File: src/rtl/tach_rpm_pkg.sv
package tach_rpm_pkg;

    localparam int SEC_PER_MIN = 60;

    typedef enum logic [0:0] {
        DIV_IDLE = 1'b0,
        DIV_RUN  = 1'b1
    } div_state_e;

    // ticks per minute divided by pulses per revolution
    function automatic int rpm_scale(input int tick_hz, input int pulses_per_rev);
        return (SEC_PER_MIN * tick_hz) / pulses_per_rev;
    endfunction

endpackage

File: src/rtl/tach_sync_edge.sv
module tach_sync_edge #(
    parameter int SYNC_STAGES = 2
) (
    input  logic clk,
    input  logic rst,
    input  logic raw_in,
    output logic rise
);
    logic [SYNC_STAGES-1:0] sync_q;
    logic                   last_q;

    always_ff @(posedge clk) begin
        if (rst) begin
            sync_q <= '0;
            last_q <= 1'b0;
        end else begin
            sync_q <= {sync_q[SYNC_STAGES-2:0], raw_in};
            last_q <= sync_q[SYNC_STAGES-1];
        end
    end

    assign rise = sync_q[SYNC_STAGES-1] & ~last_q;

    AST_RISE_ONE_CYCLE: assert property (@(posedge clk) disable iff (rst)
        rise |=> !rise);

endmodule

File: src/rtl/tach_period_capture.sv
module tach_period_capture #(
    parameter int LIMIT = 120000,
    parameter int CNT_W = 17
) (
    input  logic             clk,
    input  logic             rst,
    input  logic             tick,
    input  logic             edge_evt,
    output logic             cap_valid,
    output logic [CNT_W-1:0] cap_period,
    output logic             stall_pulse
);
    localparam logic [CNT_W-1:0] LIM_V = CNT_W'(LIMIT);

    logic [CNT_W-1:0] count_q;
    logic             armed_q;
    logic [CNT_W-1:0] count_inc;

    assign count_inc = count_q + CNT_W'(tick);

    always_ff @(posedge clk) begin
        if (rst) begin
            count_q     <= '0;
            armed_q     <= 1'b0;
            cap_valid   <= 1'b0;
            cap_period  <= '0;
            stall_pulse <= 1'b0;
        end else begin
            cap_valid   <= 1'b0;
            stall_pulse <= 1'b0;
            if (edge_evt) begin
                if (armed_q && (count_q != LIM_V) && (count_inc != '0)) begin
                    cap_valid  <= 1'b1;
                    cap_period <= count_inc;
                end
                armed_q <= 1'b1;
                count_q <= '0;
            end else if (tick && (count_q != LIM_V)) begin
                count_q <= count_inc;
                if (count_inc == LIM_V) begin
                    stall_pulse <= 1'b1;
                    armed_q     <= 1'b0;
                end
            end
        end
    end

    AST_COUNT_LIMIT: assert property (@(posedge clk) disable iff (rst)
        count_q <= LIM_V);
    AST_CAP_NONZERO: assert property (@(posedge clk) disable iff (rst)
        cap_valid |-> (cap_period != '0));
    AST_STALL_DISARMS: assert property (@(posedge clk) disable iff (rst)
        stall_pulse |-> !armed_q);

endmodule

File: src/rtl/tach_seq_divider.sv
module tach_seq_divider #(
    parameter int NUM   = 3600000,
    parameter int NUM_W = 22,
    parameter int DEN_W = 17
) (
    input  logic             clk,
    input  logic             rst,
    input  logic             start,
    input  logic             flush,
    input  logic [DEN_W-1:0] den,
    output logic             done,
    output logic [NUM_W-1:0] quot
);
    import tach_rpm_pkg::*;

    localparam int               STEP_W = $clog2(NUM_W + 1);
    localparam logic [NUM_W-1:0] NUM_V  = NUM_W'(NUM);

    div_state_e        state_q;
    logic [NUM_W-1:0]  q_q;
    logic [DEN_W-1:0]  rem_q;
    logic [DEN_W-1:0]  den_q;
    logic [STEP_W-1:0] steps_q;
    logic [DEN_W:0]    trial;
    logic [DEN_W:0]    diff;
    logic              fits;

    assign trial = {rem_q, q_q[NUM_W-1]};
    assign diff  = trial - {1'b0, den_q};
    assign fits  = trial >= {1'b0, den_q};
    assign quot  = q_q;

    always_ff @(posedge clk) begin
        if (rst) begin
            state_q <= DIV_IDLE;
            q_q     <= '0;
            rem_q   <= '0;
            den_q   <= '0;
            steps_q <= '0;
            done    <= 1'b0;
        end else begin
            done <= 1'b0;
            if (flush) begin
                state_q <= DIV_IDLE;
            end else if (state_q == DIV_IDLE) begin
                if (start) begin
                    state_q <= DIV_RUN;
                    q_q     <= NUM_V;
                    rem_q   <= '0;
                    den_q   <= den;
                    steps_q <= STEP_W'(NUM_W);
                end
            end else begin
                rem_q   <= fits ? diff[DEN_W-1:0] : trial[DEN_W-1:0];
                q_q     <= {q_q[NUM_W-2:0], fits};
                steps_q <= steps_q - STEP_W'(1);
                if (steps_q == STEP_W'(1)) begin
                    state_q <= DIV_IDLE;
                    done    <= 1'b1;
                end
            end
        end
    end

    AST_DIV_DEN_NONZERO: assert property (@(posedge clk) disable iff (rst)
        (state_q == DIV_RUN) |-> (den_q != '0));
    AST_DIV_DONE_FROM_RUN: assert property (@(posedge clk) disable iff (rst)
        done |-> $past(state_q == DIV_RUN));

endmodule

File: src/rtl/tach_rpm_meter.sv
module tach_rpm_meter #(
    parameter int TICK_HZ        = 120000,
    parameter int PULSES_PER_REV = 2,
    parameter int STALL_TICKS    = 120000,
    parameter int RPM_W          = $clog2(tach_rpm_pkg::rpm_scale(TICK_HZ, PULSES_PER_REV) + 1)
) (
    input  logic             clk,
    input  logic             rst,
    input  logic             ref_tick,
    input  logic             tach_in,
    input  logic             start,
    output logic [RPM_W-1:0] rpm,
    output logic             ready,
    output logic             stalled
);
    localparam int RPM_NUM = tach_rpm_pkg::rpm_scale(TICK_HZ, PULSES_PER_REV);
    localparam int CNT_W   = $clog2(STALL_TICKS + 1);

    logic             edge_evt;
    logic             cap_valid;
    logic [CNT_W-1:0] cap_period;
    logic             stall_pulse;
    logic             div_done;
    logic [RPM_W-1:0] div_quot;
    logic             pending_q;
    logic             write_evt;

    tach_sync_edge #(.SYNC_STAGES(2)) u_sync (
        .clk    (clk),
        .rst    (rst),
        .raw_in (tach_in),
        .rise   (edge_evt)
    );

    tach_period_capture #(.LIMIT(STALL_TICKS), .CNT_W(CNT_W)) u_capture (
        .clk         (clk),
        .rst         (rst),
        .tick        (ref_tick),
        .edge_evt    (edge_evt),
        .cap_valid   (cap_valid),
        .cap_period  (cap_period),
        .stall_pulse (stall_pulse)
    );

    tach_seq_divider #(.NUM(RPM_NUM), .NUM_W(RPM_W), .DEN_W(CNT_W)) u_divider (
        .clk   (clk),
        .rst   (rst),
        .start (cap_valid),
        .flush (stall_pulse),
        .den   (cap_period),
        .done  (div_done),
        .quot  (div_quot)
    );

    assign write_evt = stall_pulse | div_done;

    always_ff @(posedge clk) begin
        if (rst) begin
            rpm     <= '0;
            stalled <= 1'b0;
        end else if (stall_pulse) begin
            rpm     <= '0;
            stalled <= 1'b1;
        end else if (div_done) begin
            rpm     <= div_quot;
            stalled <= 1'b0;
        end
    end

    always_ff @(posedge clk) begin
        if (rst) begin
            ready     <= 1'b0;
            pending_q <= 1'b0;
        end else if (start) begin
            ready     <= 1'b0;
            pending_q <= 1'b1;
        end else if (write_evt && pending_q) begin
            ready     <= 1'b1;
            pending_q <= 1'b0;
        end
    end

    AST_STALL_ZERO: assert property (@(posedge clk) disable iff (rst)
        stalled |-> (rpm == '0));
    AST_READY_CLEAR: assert property (@(posedge clk) disable iff (rst)
        start |=> !ready);
    AST_READY_HOLD: assert property (@(posedge clk) disable iff (rst)
        (ready && !start) |=> ready);

endmodule

File: config.mk
export PLATFORM = sky130hd
export DESIGN_NAME = tach_rpm_meter
export DESIGN_NICKNAME = d
export VERILOG_FILES = /design/src/rtl/tach_rpm_pkg.sv /design/src/rtl/tach_sync_edge.sv /design/src/rtl/tach_period_capture.sv /design/src/rtl/tach_seq_divider.sv /design/src/rtl/tach_rpm_meter.sv
export SDC_FILE = /design/constraint.sdc
export NUM_CORES = 1
export LEC_CHECK = 0
export ABC_AREA = 1
export BUFFER_PORTS_ARGS = -buffer_cell sky130_fd_sc_hd__buf_4
export CELL_PAD_IN_SITES_DETAIL_PLACEMENT = 1
export CELL_PAD_IN_SITES_GLOBAL_PLACEMENT = 2
export CORE_UTILIZATION = 38
export DETAILED_ROUTE_END_ITERATION = 16
export PLACE_DENSITY = 0.9
export SYNTH_ARGS = -nofsm -noshare
export SYNTH_HDL_FRONTEND = slang
export SYNTH_SLANG_ARGS = --single-unit
export TNS_END_PERCENT = 1
File: constraint.sdc
create_clock -name clk -period 5.06 [get_ports clk]
set_input_delay 0.506 -clock clk [delete_from_list [all_inputs] [get_ports clk]]
set_output_delay 0.506 -clock clk [all_outputs]
set_load 0.005 [all_outputs]
==> results.ini <==
[global_route]
grt_pass1_vias = 6056
gr-total-overflow = 0
grt_start_max_net_pins = 54
grt_first_pass_wirelength_um = 30200
grt_use_total_pct = 21.5
antenna_found_initial = 0

[timing]
period_share_pct = 56.5
max_freq_mhz = 350
worst_pin_slew_ns = 1.35
grt_setup_unrepaired = no
drv_slew = 0
hold_viol_final = 0
worst_slack_ns = 2.20
finalSetupViolCount = 0
hold_slack_ns = 0.248
min_period_ns = 2.86
maxSlewHeadroom_pct = 9.98
skew_ns = 0.00914
timing.setup.tns_ns = 0

[placed_design]
place_hpwl_um = 12000
place_congestion = 0.817
dp_slack_ns = 2.17
place_inst = 1126
numPortBuffers = 28

[setup_path]
critPathCaptureType = flop
crit_start = u_divider.den_q[11]
crit_slowest_cell = nor2_2
required_ns = 5.34
timing.rr.start = u_divider.den_q[11]
critPathMaxFanout = 18
max_stage_delay_ns = 0.62
cp-start-kind = flop
cp_cell_sequence = inv_1, ha_1, a21oi_1, o21ai_0, nand2_1, nand2_1, nor2_2, nand2_2, nand2_1, nand2_1, nand2_1, a21oi_1
cp.arrival_ns = 3.14
crit_buf_inv = 1
crit_type = reg2reg
crit_path_frequent_cell = nand2_1
critPathTopFamily = simple AND/OR/NAND/NOR gates

[yosys]
synthTopCellsByArea = dfxtp_1, nand2_1, a21oi_1, inv_1, nand3_1
syn_avg_cell_area_um2 = 7.12
async_flop_share_pct = 0
synth_edf_count = 0
yosysMostFrequentCell = nand2_1
synth-seq-area-share_pct = 39.5
netlist_area_um2 = 6480
synthTopCellsByCount = nand2_1, dfxtp_1, inv_1
ys.flop_type = dfxtp_1
synth.distinct_cells = 36
synth-seq-cells = 128
netlist.area_leader.share_pct = 39.5
synth_largest_area_cell = dfxtp_1
postSynthCellCount = 910
ys_warn_count = 0
syn-num-nets = 937

[route]
drt_pass1_iterations = 4
vias = 5858
drc = 0
drt_wl_total_um = 17800
routedWlPerCell_um = 15.4
drt-vias-per-instance = 5.06
drtAntennaViolNets = 0
drtIter0Drc = 236

[floorplan]
coreArea_um2 = 16600
die_area_um2 = 17600
start_util_pct = 38.9
die_height_um = 133
boundaryPins = 29
die_w_um = 133
rows = 47

[clocking]
clk_latency_ns = 0.43
hold_buffers = 0
htreeDepth = 4
post_cts.repair.setup_buffers = 0
cts.reportedPaths.clkPinSlew_ns = 0.06
cts_resized = 0
cts_buffers = 17
root_buffer = clkbuf_16
cts_buffer_depth = 2
clock-sinks = 128
tritoncts = built

[min_path]
worstHoldPathType = in2reg
min_from = start

[power]
total_leakage_power_nw = 3.20
comb_power_share_pct = 6.4
p_seq_share_pct = 41.7
pwr-share-clk_pct = 51.9
powerDensity_nw_per_um2 = 333
p_switching_w = 0.000666
p_int_w = 0.00182
vdd_drop_max_mv = 0.252
sw_frac_of_total_pct = 26.8

[cells_and_area]
num_antenna_cells = 0
drive_gt1_share_pct = 12.3
final_nets = 952
area_delta_synth_final_pct = 15.2
final_cells = 1158

[flow_run]
maxCapViolCount = 0

[run_status]
status = finished, final reports clean

state kept, by name, indices dropped and copies added, names as in the netlist, 2 cells and up:
register              flops
u_divider.rem_q          17
u_divider.den_q          17
u_capture.cap_period     17
u_sync.sync_q             2
rpm                      22
u_divider.steps_q         5
u_capture.count_q        17
u_divider.quot           22
cell type report:
class,instances,area [um2]
clock inverter,15,194
inverter,113,427
sequential,128,2560
clock buffer,17,425
fill,2094,9180
multi-input combinational,633,3340
tap,220,275
timing repair buffer,32,240
power groups by stage:
stage | clock, W | sequential (W) | combinational (W)
2_1_floorplan | 0 | 0.00106 | 0.000122
3_3_place_gp | 0 | 0.00106 | 0.000159
3_5_place_dp | 0 | 0.00106 | 0.000161
4_1_cts | 0.00132 | 0.00104 | 0.000163
5_1_grt | 0.00137 | 0.00104 | 0.000182
6_report | 0.00129 | 0.00104 | 0.000160
layer usage:
| metal | wire length, um | GRT usage, % |
|---|---|---|
| met1 | 8550 | 26.2 |
| met2 | 8850 | 38.3 |
| met3 | 269 | 3.95 |
| met4 | 172 | 6.58 |
| met5 | 0 | 0 |
stage by stage:
step                      total power (W)  utilization (%)  area (um2)
final                             0.00249             44.9        7470
after global routing              0.00259             44.9        7470
after CTS                         0.00252             44.9        7470
after detailed placement          0.00122             41.1        6850
after global placement            0.00122             41.1        6850
after floorplan                   0.00118                -        6480
kinds of logic after synthesis:
| kind of cell | after synthesis | share of synthesized area, % |
|---|---|---|
| AO/OA/AOI/OAI | 182 | 15.1 |
| XOR/XNOR | 9 | 1.33 |
| adder cells (fa/ha/maj) | 22 | 4.36 |
| buffers and inverters | 149 | 9.08 |
| flip-flops | 128 | 39.5 |
| AND/OR/NAND/NOR | 420 | 30.6 |
placed cells by master (no fill, tap or decap), drive strengths merged, types with 4 or more instances in the layout:
cell type | Yosys | routed
a21oi | 100 | 100
o21ai | 60 | 60
a221oi | 12 | 12
nand3 | 71 | 71
nand3b | 15 | 15
xnor2 | 6 | 6
nor2 | 103 | 103
clkinv | 4 | 6
buf | 5 | 32
nor3 | 10 | 10
clkbuf | 31 | 17
nand4 | 6 | 6
dfxtp | 128 | 128
ha | 21 | 21
nand2 | 211 | 211
inv | 109 | 118
a211oi | 4 | 4
a31oi | 4 | 4
worst reg2reg max path, stage by stage, from the launching register on:
cell	delay, ns
dfxtp_1	0.31
inv_1	0.05
ha_1	0.37
a21oi_1	0.22
o21ai_0	0.13
nand2_1	0.08
nand2_1	0.06
nor2_2	0.62
nand2_2	0.44
nand2_1	0.23
nand2_1	0.07
nand2_1	0.06
a21oi_1	0.06
path summary, 6_finish.rpt:
path | depth (start not counted) | slack [ns] | endpoint
min reg2reg | 2 | 0.41 | u_sync.sync_q[1]
max | 12 | 2.20 | u_divider.rem_q[14]
max reg2reg | 12 | 2.20 | u_divider.rem_q[14]
min | 2 | 0.25 | ready
Note: power is estimated with default switching activity, not from simulation.
